**src/rtl/pp_neg_pkg.sv**
```systemverilog
package pp_neg_pkg;

    localparam int BYTE_W = 8;

    typedef enum logic [2:0] {
        PH_UNKNOWN    = 3'd0,
        PH_NEGOTIATE  = 3'd1,
        PH_REV_IDLE   = 3'd2,
        PH_REV_XFER   = 3'd3,
        PH_TERMINATED = 3'd4
    } phase_t;

    typedef enum logic [2:0] {
        SQ_IDLE,
        SQ_PREP,
        SQ_PRE0,
        SQ_EV0,
        SQ_WAIT_RSP,
        SQ_STROBE,
        SQ_WAIT_CLK,
        SQ_POST
    } seq_t;

    typedef struct packed {
        logic sel;
        logic busy;
        logic strobe_n;
        logic revreq_n;
        logic dir;
        logic irq;
    } lines_t;

    typedef struct packed {
        seq_t              seq;
        lines_t            ln;
        logic [BYTE_W-1:0] data;
        logic [BYTE_W-1:0] ext;
        logic              conn;
        logic              fail;
        phase_t            phase;
    } neg_st_t;

endpackage

```
**src/rtl/pp_neg_timer.sv**
```systemverilog
module pp_neg_timer #(
    parameter int CW = 8
) (
    input  logic          clk,
    input  logic          rst_n,
    input  logic          load_i,
    input  logic [CW-1:0] load_val_i,
    output logic          expired_o
);
    logic [CW-1:0] cnt_d, cnt_q;

    always_comb begin
        cnt_d = cnt_q;
        if (load_i)
            cnt_d = load_val_i;
        else if (cnt_q != '0)
            cnt_d = cnt_q - 1'b1;
    end

    always_ff @(posedge clk or negedge rst_n) begin
        if (!rst_n) cnt_q <= '0;
        else        cnt_q <= cnt_d;
    end

    assign expired_o = (cnt_q == '0);
endmodule

```
**src/rtl/pp_neg_match.sv**
```systemverilog
module pp_neg_match (
    input  logic ptr_clk_i,
    input  logic ack_data_req_i,
    input  logic xflag_i,
    input  logic n_data_avail_i,
    output logic rsp_ok_o,
    output logic clk_hi_o
);
    // First reply: clock low, the other three lines high.
    assign rsp_ok_o = !ptr_clk_i && ack_data_req_i && xflag_i && n_data_avail_i;
    // Second reply: clock high only; other levels are protocol dependent.
    assign clk_hi_o = ptr_clk_i;
endmodule

```
**src/rtl/pp_negotiator.sv**
```systemverilog
module pp_negotiator
    import pp_neg_pkg::*;
#(
    parameter int SETTLE_CYC = 400,
    parameter int STROBE_CYC = 100,
    parameter int RESP_CYC   = 7_000_000
) (
    input  logic              clk,
    input  logic              rst_n,
    input  logic              start_i,
    input  logic [BYTE_W-1:0] ext_byte_i,
    input  logic              ptr_clk_i,
    input  logic              ack_data_req_i,
    input  logic              xflag_i,
    input  logic              n_data_avail_i,
    output logic              select_in_o,
    output logic              host_busy_o,
    output logic              n_strobe_o,
    output logic              n_rev_req_o,
    output logic              dir_o,
    output logic              irq_en_o,
    output logic [BYTE_W-1:0] data_o,
    output logic              connected_o,
    output logic [2:0]        phase_o,
    output logic              fail_o
);
    localparam int MAX_A = (SETTLE_CYC > STROBE_CYC) ? SETTLE_CYC : STROBE_CYC;
    localparam int MAXC  = (MAX_A > RESP_CYC) ? MAX_A : RESP_CYC;
    localparam int CW    = $clog2(MAXC + 1);
    localparam logic [CW-1:0] SET_L = CW'(SETTLE_CYC - 1);
    localparam logic [CW-1:0] STB_L = CW'(STROBE_CYC - 1);
    localparam logic [CW-1:0] RSP_L = CW'(RESP_CYC - 1);

    neg_st_t       q, d;
    logic          ld;
    logic [CW-1:0] ld_val;
    logic          expired, rsp_ok, clk_hi;

    pp_neg_timer #(.CW(CW)) u_timer (
        .clk       (clk),
        .rst_n     (rst_n),
        .load_i    (ld),
        .load_val_i(ld_val),
        .expired_o (expired)
    );

    pp_neg_match u_match (
        .ptr_clk_i     (ptr_clk_i),
        .ack_data_req_i(ack_data_req_i),
        .xflag_i       (xflag_i),
        .n_data_avail_i(n_data_avail_i),
        .rsp_ok_o      (rsp_ok),
        .clk_hi_o      (clk_hi)
    );

    always_comb begin
        d      = q;
        ld     = 1'b0;
        ld_val = '0;
        unique case (q.seq)
            SQ_IDLE: if (start_i) begin
                d.seq         = SQ_PREP;
                d.ext         = ext_byte_i;
                d.conn        = 1'b0;
                d.fail        = 1'b0;
                d.ln.sel      = 1'b0;
                d.ln.busy     = 1'b1;
                d.ln.revreq_n = 1'b1;
                ld            = 1'b1;
                ld_val        = SET_L;
            end
            SQ_PREP: if (expired) begin
                d.seq         = SQ_PRE0;
                d.ln.dir      = 1'b0;
                d.ln.irq      = 1'b0;
                d.ln.strobe_n = 1'b1;
                ld            = 1'b1;
                ld_val        = SET_L;
            end
            SQ_PRE0: if (expired) begin
                d.seq  = SQ_EV0;
                d.data = q.ext;
                ld     = 1'b1;
                ld_val = SET_L;
            end
            SQ_EV0: if (expired) begin
                d.seq         = SQ_WAIT_RSP;
                d.ln.sel      = 1'b1;
                d.ln.busy     = 1'b0;
                d.ln.strobe_n = 1'b1;
                ld            = 1'b1;
                ld_val        = RSP_L;
            end
            SQ_WAIT_RSP: begin
                if (rsp_ok) begin
                    d.seq         = SQ_STROBE;
                    d.ln.strobe_n = 1'b0;
                    d.ln.busy     = 1'b0;
                    ld            = 1'b1;
                    ld_val        = STB_L;
                end else if (expired) begin
                    d.seq     = SQ_IDLE;
                    d.ln.sel  = 1'b0;
                    d.ln.busy = 1'b1;
                    d.phase   = PH_UNKNOWN;
                    d.conn    = 1'b0;
                    d.fail    = 1'b1;
                end
            end
            SQ_STROBE: if (expired) begin
                d.seq         = SQ_WAIT_CLK;
                d.ln.strobe_n = 1'b1;
                d.ln.busy     = 1'b1;
                ld            = 1'b1;
                ld_val        = RSP_L;
            end
            SQ_WAIT_CLK: begin
                if (clk_hi) begin
                    d.seq  = SQ_POST;
                    ld     = 1'b1;
                    ld_val = SET_L;
                end else if (expired) begin
                    d.seq    = SQ_IDLE;
                    d.ln.sel = 1'b0;
                    d.phase  = PH_UNKNOWN;
                    d.conn   = 1'b0;
                    d.fail   = 1'b1;
                end
            end
            SQ_POST: if (expired) begin
                d.seq   = SQ_IDLE;
                d.conn  = 1'b1;
                d.phase = PH_NEGOTIATE;
            end
            default: d.seq = SQ_IDLE;
        endcase
    end

    always_ff @(posedge clk or negedge rst_n) begin
        if (!rst_n) begin
            q.seq         <= SQ_IDLE;
            q.ln.sel      <= 1'b0;
            q.ln.busy     <= 1'b1;
            q.ln.strobe_n <= 1'b1;
            q.ln.revreq_n <= 1'b1;
            q.ln.dir      <= 1'b0;
            q.ln.irq      <= 1'b0;
            q.data        <= '0;
            q.ext         <= '0;
            q.conn        <= 1'b0;
            q.fail        <= 1'b0;
            q.phase       <= PH_TERMINATED;
        end else begin
            q <= d;
        end
    end

    assign select_in_o = q.ln.sel;
    assign host_busy_o = q.ln.busy;
    assign n_strobe_o  = q.ln.strobe_n;
    assign n_rev_req_o = q.ln.revreq_n;
    assign dir_o       = q.ln.dir;
    assign irq_en_o    = q.ln.irq;
    assign data_o      = q.data;
    assign connected_o = q.conn;
    assign phase_o     = q.phase;
    assign fail_o      = q.fail;

    // Strobe-width observer for the R6 property.
    logic [CW-1:0] low_cnt_q;
    always_ff @(posedge clk or negedge rst_n) begin
        if (!rst_n)           low_cnt_q <= '0;
        else if (!n_strobe_o) low_cnt_q <= low_cnt_q + 1'b1;
        else                  low_cnt_q <= '0;
    end

    a_r4_sel_rise: assert property (@(posedge clk) disable iff (!rst_n)
        $rose(select_in_o) |-> (!host_busy_o && n_strobe_o));
    a_r5_strobe_after_reply: assert property (@(posedge clk) disable iff (!rst_n)
        $fell(n_strobe_o) |-> $past(rsp_ok));
    a_r6_strobe_busy_low: assert property (@(posedge clk) disable iff (!rst_n)
        !n_strobe_o |-> !host_busy_o);
    a_r6_strobe_width: assert property (@(posedge clk) disable iff (!rst_n)
        $rose(n_strobe_o) |-> (low_cnt_q == CW'(STROBE_CYC) && host_busy_o));
    a_r7_fail_lines: assert property (@(posedge clk) disable iff (!rst_n)
        $rose(fail_o) |-> (!select_in_o && host_busy_o && !connected_o && phase_o == PH_UNKNOWN));
    a_r10_connect_state: assert property (@(posedge clk) disable iff (!rst_n)
        $rose(connected_o) |-> (phase_o == PH_NEGOTIATE && select_in_o && host_busy_o && n_strobe_o && !fail_o));
    a_r11_request_held: assert property (@(posedge clk) disable iff (!rst_n)
        (q.seq != SQ_IDLE) |=> $stable(q.ext));
    a_r12_phase_steady: assert property (@(posedge clk) disable iff (!rst_n)
        (q.seq != SQ_IDLE && $past(q.seq) != SQ_IDLE) |-> $stable(phase_o));
endmodule

```
**config.mk**
```make
export PLATFORM = sky130hd
export DESIGN_NAME = pp_negotiator
export DESIGN_NICKNAME = d
export VERILOG_FILES = /design/src/rtl/pp_neg_pkg.sv /design/src/rtl/pp_neg_timer.sv /design/src/rtl/pp_neg_match.sv /design/src/rtl/pp_negotiator.sv
export SDC_FILE = /design/constraint.sdc
export NUM_CORES = 1
export LEC_CHECK = 0
export CAP_MARGIN = 15
export CORE_MARGIN = 8
export CORE_UTILIZATION = 57
export CTS_CLUSTER_SIZE = 28
export DETAILED_ROUTE_END_ITERATION = 16
export DONT_BUFFER_PORTS = 1
export PLACE_DENSITY = 0.83
export SETUP_SLACK_MARGIN = 0.15
export SLEW_MARGIN = 10
export SYNTH_ARGS = -nofsm -noshare
export SYNTH_HDL_FRONTEND = slang
export SYNTH_HIERARCHICAL = 1
export SYNTH_SLANG_ARGS = --single-unit
```
**constraint.sdc**
```tcl
create_clock -name clk -period 3.4 [get_ports clk]
set_clock_uncertainty 0.15 [all_clocks]
set_input_delay 1.02 -clock clk [delete_from_list [all_inputs] [get_ports clk]]
set_output_delay 1.02 -clock clk [all_outputs]
set_load 0.01 [all_outputs]
```
==> impl_metrics.env, run 1 <==
export IMPL_status="finished, final reports clean"
export IMPL_synth_ff_type="dfrtp_1"
export IMPL_holdCritPathClass="in -> async"
export IMPL_pwr_density_cell_nw_per_um2=385
export IMPL_setup_ws_ns=0.437
export IMPL_avgSynthCellArea_um2=9.94
export IMPL_synth_edff_count=0
export IMPL_r2r_slack_ns=0.44
export IMPL_worstPathRequired_ns=3.43
export IMPL_grt_pass1_vias=1920
export IMPL_crit_arrival_ns=2.99
export IMPL_final_max_slew_viol_count=0
export IMPL_clkLatencyLatePin_ns=0.30
export IMPL_finalInstanceArea_um2=2940
export IMPL_grt_pass1_wl_um=8700
export IMPL_routabilityCongestion=0.855
export IMPL_relSlewSlack_pct=61.8
export IMPL_syn2layout_area_growth_pct=4.73
export IMPL_fp_row_count=25
export IMPL_finalSetupTns_ns=0
export IMPL_clock_root_buffer="clkbuf_8"
export IMPL_routedWlPerCell_um=15.1
export IMPL_vias_per_cell=5.61
export IMPL_tightest_slew_ns=0.569
export IMPL_hold_violations=0
export IMPL_fp_coreArea_um2=4720
export IMPL_syn_cell_area_um2=2800
export IMPL_clk_path_buf_depth=2
export IMPL_antenna_cells=0
export IMPL_crit_type="reg -> reg"
export IMPL_ys_warn_count=6
export IMPL_cts_tree="built"
export IMPL_firstDrtPassIters=4
export IMPL_fin_util_pct=62.1
export IMPL_yosysSeqAreaShare_pct=43.9
export IMPL_synth_area_leader_cell="dfrtp_1"
export IMPL_start_util_pct=59.3
export IMPL_crit_path_end_kind="flop"
export IMPL_synthDistinctLibCells=51
export IMPL_numCtsBuffers=5
export IMPL_cts_sinks=49
export IMPL_syn_inst=282
export IMPL_wl_um=5190
export IMPL_fin_crit_sh_pct=87.1
export IMPL_antenna_found_initial=0
export IMPL_yosys_area_top_type_share_pct=41.1
export IMPL_post_dp_cell_area_um2=2790
export IMPL_die_w_um=86.1
export IMPL_htreeDepth=2
export IMPL_drive_gt1_share_pct=19.6
export IMPL_die_h_um=86.1
export IMPL_setup_violations_final=0
export IMPL_max_freq_ghz=0.337
export IMPL_layout_min_cycle_time_ns=2.96
export IMPL_rsz0062_at_grt="no"
export IMPL_route_detailed_drc=0
export IMPL_cp_start_kind="flop"
export IMPL_cts_hold_fix_buffers=0
export IMPL_vdd_drop_max_v=0.000279
export IMPL_critPathMaxFanout=11
export IMPL_grtUsageTotal_pct=14.4
export IMPL_vias=1923
export IMPL_drt_iter0_drc=87
export IMPL_grt_overflow_total=0
export IMPL_portBuffers=0
export IMPL_synthTopCellsByArea="dfrtp_1 (41%), mux2_2 (6.8%), xnor2_1 (5.3%)"
export IMPL_die_area_um2=7420
export IMPL_io_pins=34
export IMPL_p_leak_nw=1.16
export IMPL_clkTransAtPathRegs_ns=0.10
export IMPL_drtAntennaViolNets=0
export IMPL_hpwl_um=3650
export IMPL_async_flop_share_pct=100
export IMPL_ys_seq_elements=49
export IMPL_grt_start_max_net_pins=50
export IMPL_nets=291
export IMPL_maxCapViolCount=0
export IMPL_place_ws_ns=0.331
==> logic make-up (layout without fill, tap and decap cells) <==
group	Yosys count	in the layout	synth area share, %
simple gates	96	96	20.9
compound gates	58	58	12.6
flops	49	49	43.9
buf+inv	36	23	7.72
xor+xnor	21	21	6.56
mux	19	19	7.59
other cells	2	9	0.268
fa+ha+maj	1	1	0.446
==> synth_stat cells (3+ instances only) <==
library cell and count:
o31ai_1 8, nand2b_1 4, a21oi_1 5, buf_4 15
o21ai_0 26, nor4_1 5, xor2_1 4, o21a_1 3
nand3_1 4, nor2_1 13, nor3_1 5, dfstp_2 3
or2_2 4, nand4_1 3, inv_1 6, a31oi_1 4
dfrtp_1 46, nand2_1 36, xnor2_1 17, buf_2 8
mux2_2 17, nor4_4 3, clkbuf_1 4
==> layout by cell type (no fill, tap or decap), drive strengths merged, types with 2 or more instances in the layout <==
cell type / synthesis / layout
dfrtp: 46 / 46
nand2: 36 / 36
o21ai: 28 / 28
mux2: 18 / 18
xnor2: 17 / 17
nor2: 15 / 15
conb: 2 / 9
nor4: 9 / 9
o31ai: 8 / 8
buf: 25 / 8
inv: 7 / 8
nor3: 7 / 7
a21oi: 5 / 5
clkbuf: 4 / 5
nand2b: 5 / 5
nand3: 4 / 4
or2: 4 / 4
a31oi: 4 / 4
xor2: 4 / 4
nand4: 4 / 4
o21a: 3 / 3
dfstp: 3 / 3
nor3b: 3 / 3
o22ai: 2 / 2
and4b: 2 / 2
a21o: 2 / 2
a21boi: 2 / 2
or3: 2 / 2
bufinv: 0 / 2
a211oi: 2 / 2
==> sequential cells by signal, indices dropped and copies added (netlist names) <==
name	count
u_timer/cnt_q	23
q	11
data_o	8
phase_o	2
connected_o	1
fail_o	1
host_busy_o	1
n_strobe_o	1
select_in_o	1
==> worst paths after layout <==
| check | from | endpoint | cells after the start |
|---|---|---|---|
| max in group asynchronous | rst_n | phase_o[2] | 0 |
| min in group clk | phase_o[2] | phase_o[2] | 1 |
| worst min-delay path | rst_n | u_timer/cnt_q[22] | 0 |
| worst max register to register | u_timer/cnt_q[12] | q[29] | 8 |
| worst min register to register | phase_o[2] | phase_o[2] | 1 |
| worst max-delay path | u_timer/cnt_q[12] | q[29] | 8 |
==> area by class of cell <==
| class | instances | area [um^2] |
|---|---|---|
| clock buffer | 5 | 68.8 |
| fill | 365 | 1790 |
| multi-input combinational | 204 | 1400 |
| inverter | 7 | 26.3 |
| sequential | 49 | 1230 |
| clock inverter | 3 | 68.8 |
| tap | 67 | 83.8 |
| timing repair buffer | 8 | 60.1 |
==> repair_timing <==
action                     CTS  global route
buffers inserted             0             0
resized for setup            0             1
setup endpoints to repair    0             2
==> report_power, final <==
| part | switching, mW | total [mW] | internal (mW) | leakage (nW) |
|---|---|---|---|---|
| Clock | 0.192 | 0.488 | 0.296 | 0.0687 |
| Combinational | 0.0201 | 0.0352 | 0.0150 | 0.479 |
| Sequential | 0.0107 | 0.606 | 0.595 | 0.608 |
| Total | 0.223 | 1.13 | 0.906 | 1.16 |
==> metal layers <==
metal | part of all wire, % | GRT usage (%)
met5 | 0 | 0
met4 | 1.1 | 3.82
met3 | 5.5 | 3.63
met2 | 49 | 24.9
met1 | 45 | 17.1
==> per-stage QoR <==
step           instances  power [mW]  hold slack, ns
2_1_floorplan        289       0.650           0.291
3_3_place_gp         335       0.650           0.325
3_5_place_dp         335       0.651           0.341
4_1_cts              343        1.14           0.248
5_1_grt              343        1.17           0.233
6_report             343        1.13           0.254
==> worst max-delay path, stage by stage, from the launching register on <==
cell	delay, ns
dfrtp_1	0.46
nor4_4	0.44
nand4_4	0.21
nor4_4	0.41
buf_4	0.25
and4b_1	0.21
a211oi_2	0.22
o21ai_1	0.14
a221o_1	0.35
No activity file was read; power rests on OpenSTA's default activity.
==> inputs of run 2 (changes only) <==
- CORE_UTILIZATION: 57 -> 35
- PLACE_DENSITY: 0.83 -> 0.59
==> run 2 against run 1 <==
Combinational power decreased by 6.2%. Non-clock buffer count stayed put. Critical path type unchanged. Critical endpoint is now u_timer/cnt_q[6]. Final area fell by 0.26%. Largest power group unchanged.
==> impl_metrics.env, run 2 (synthesis results as in run 1) <==
export IMPL_htreeDepth=2
export IMPL_fill_cells=778
export IMPL_grt_pass1_wl_um=9110
export IMPL_crit_path_end_kind="flop"
export IMPL_cts_setup_buffers=0
export IMPL_fin_util_pct=37.9
export IMPL_vias=1862
export IMPL_cpMaxStageDelayCell="dfrtp_1"
export IMPL_critPathMaxFanout=15
export IMPL_gr_usage_met3_pct=3.05
export IMPL_grt_start_max_net_pins=50
export IMPL_worstPathRequired_ns=3.45
export IMPL_clock_root_buffer="clkbuf_8"
export IMPL_antenna_cells=0
export IMPL_io_pins=34
export IMPL_crit_arrival_ns=2.99
export IMPL_vdd_drop_max_v=0.000280
export IMPL_pwr_density_cell_nw_per_um2=341
export IMPL_die_w_um=105
export IMPL_use_met2_pct=15.6
export IMPL_crit_chain="nor4_4 -> nand4_4 -> nor4_2 -> buf_4 -> nand2_1 -> o21ai_0 -> o21a_1 -> or2_2 -> buf_4 -> a211oi_1 -> a21o_1"
export IMPL_fp_row_count=32
export IMPL_finalSetupTns_ns=0
export IMPL_relSlewSlack_pct=53.4
export IMPL_vias_per_cell=4.93
export IMPL_grt_util_met1_pct=12.4
export IMPL_die_area_um2=11100
export IMPL_syn2layout_area_growth_pct=4.46
export IMPL_clkTransAtPathRegs_ns=0.10
export IMPL_holdCritPathClass="in -> async"
export IMPL_wl_um=5360
export IMPL_drtAntennaViolNets=0
export IMPL_regArea_um2=1230
export IMPL_mostFrequentLayoutCell="dfrtp_1"
export IMPL_hpwl_um=3840
export IMPL_drt_iter0_drc=54
export IMPL_rsz0062_at_grt="no"
export IMPL_fp_coreArea_um2=7730
export IMPL_crit_type="reg -> reg"
export IMPL_timing_critical_path_buf_inv=2
export IMPL_cts_sinks=49
export IMPL_p_leak_nw=1.13
export IMPL_final_max_slew_viol_count=0
export IMPL_routabilityCongestion=0.788
export IMPL_numCtsBuffers=5
export IMPL_cts_hold_fix_buffers=0
export IMPL_route_detailed_drc=0
export IMPL_cts_tree="built"
export IMPL_status="finished, final reports clean"
export IMPL_final_cell_mix="dfrtp_1 (46), nand2_1 (36), o21ai_0 (26)"
export IMPL_cp_start_kind="flop"
export IMPL_hold_violations=0
export IMPL_cp_top_family="simple AND/OR/NAND/NOR gates"
export IMPL_portBuffers=0
export IMPL_regMostFlops="u_timer/cnt_q"
export IMPL_clk_path_buf_depth=2
export IMPL_fin_crit_sh_pct=86.6
export IMPL_r2r_slack_ns=0.46
export IMPL_antenna_found_initial=0
export IMPL_start_util_pct=36.3
export IMPL_largest_register_ffs=23
export IMPL_multi_input_area_um2=1390
export IMPL_maxCapViolCount=0
export IMPL_crit_top_cell="buf_4"
export IMPL_final_cells=378
export IMPL_nets=291
export IMPL_layout_min_cycle_time_ns=2.94
export IMPL_max_freq_ghz=0.340
export IMPL_firstDrtPassIters=4
export IMPL_holdWs_ns=0.246
export IMPL_setup_violations_final=0
export IMPL_grt_pass1_vias=1892
export IMPL_dp_cells=370
export IMPL_grt_overflow_total=0
export IMPL_tightest_slew_ns=0.696
export IMPL_clkLatencyLatePin_ns=0.31
export IMPL_max_stage_delay_ns=0.46
export IMPL_routedWlPerCell_um=14.2
export IMPL_grtUsageTotal_pct=9.76
export IMPL_die_h_um=105
export IMPL_cts_resized=0
export IMPL_top_usage_layer="met2"
export IMPL_drive_gt1_share_pct=19.6
==> run 2: cell count changes in the layout (fill, tap and decap cells not counted) <==
cell        before  now
bufinv_16        2    0
nor4_4           4    3
inv_6            1    0
clkinvlp_4       0    2
inv_8            0    1
nor4_2           1    2
==> run 2: power breakdown <==
part           switching, mW  total, mW  internal (mW)
clock network          0.209      0.359          0.150
logic                 0.0180     0.0330         0.0150
registers             0.0122      0.607          0.595
total                  0.239      0.999          0.760
==> run 2: metrics by stage <==
stage                     total power, mW  area (um^2)  setup slack [ns]
final                               0.999         2930             0.455
after global routing                 1.04         2930             0.223
after CTS                            1.02         2930             0.465
after detailed placement            0.652         2830             0.492
after global placement              0.650         2830             0.571
after floorplan                     0.650         2830             0.151
==> run 2: layout make-up <==
cell class                      instances  area share, %
Multi-Input combinational cell        204           47.4
Clock inverter                          3          0.897
Inverter                                7          0.897
Sequential cell                        49           42.0
Clock buffer                            5           2.35
Timing Repair Buffer                    8           2.05
Tap cell                              102           4.36
==> run 2: per-layer routing <==
| layer | wire (um) | part of all wire, % | vias to the layer above |
|---|---|---|---|
| met2 | 2550 | 48 | 24 |
| met5 | 0 | 0 | - |
| met3 | 256 | 4.8 | 7 |
| met4 | 55 | 1.0 | 0 |
| met1 | 2500 | 47 | 891 |
| li1 | - | - | 940 |
==> run 2: final timing paths <==
path | start | to | depth (start not counted)
worst max-delay path | u_timer/cnt_q[12] | u_timer/cnt_q[6] | 11
worst min-delay path | rst_n | data_o[1] | 0
worst max register to register | u_timer/cnt_q[12] | u_timer/cnt_q[6] | 11
worst min register to register | phase_o[2] | phase_o[2] | 1
max in group asynchronous | rst_n | phase_o[2] | 0
min in group clk | phase_o[2] | phase_o[2] | 1
==> run 2: worst register-to-register path: stages (launching register included) <==
cell and delay (ns):
dfrtp_1 0.46, nor4_4 0.43, nand4_4 0.20, nor4_2 0.27, buf_4 0.24, nand2_1 0.10, o21ai_0 0.11, o21a_1 0.22
or2_2 0.21, buf_4 0.21, a211oi_1 0.06, a21o_1 0.18
==> inputs of run 3 (changes only) <==
- SLEW_MARGIN: 10 -> 30
==> results of run 3 <==
Same layout as run 2: the final DEF is identical, and so are final timing and power.
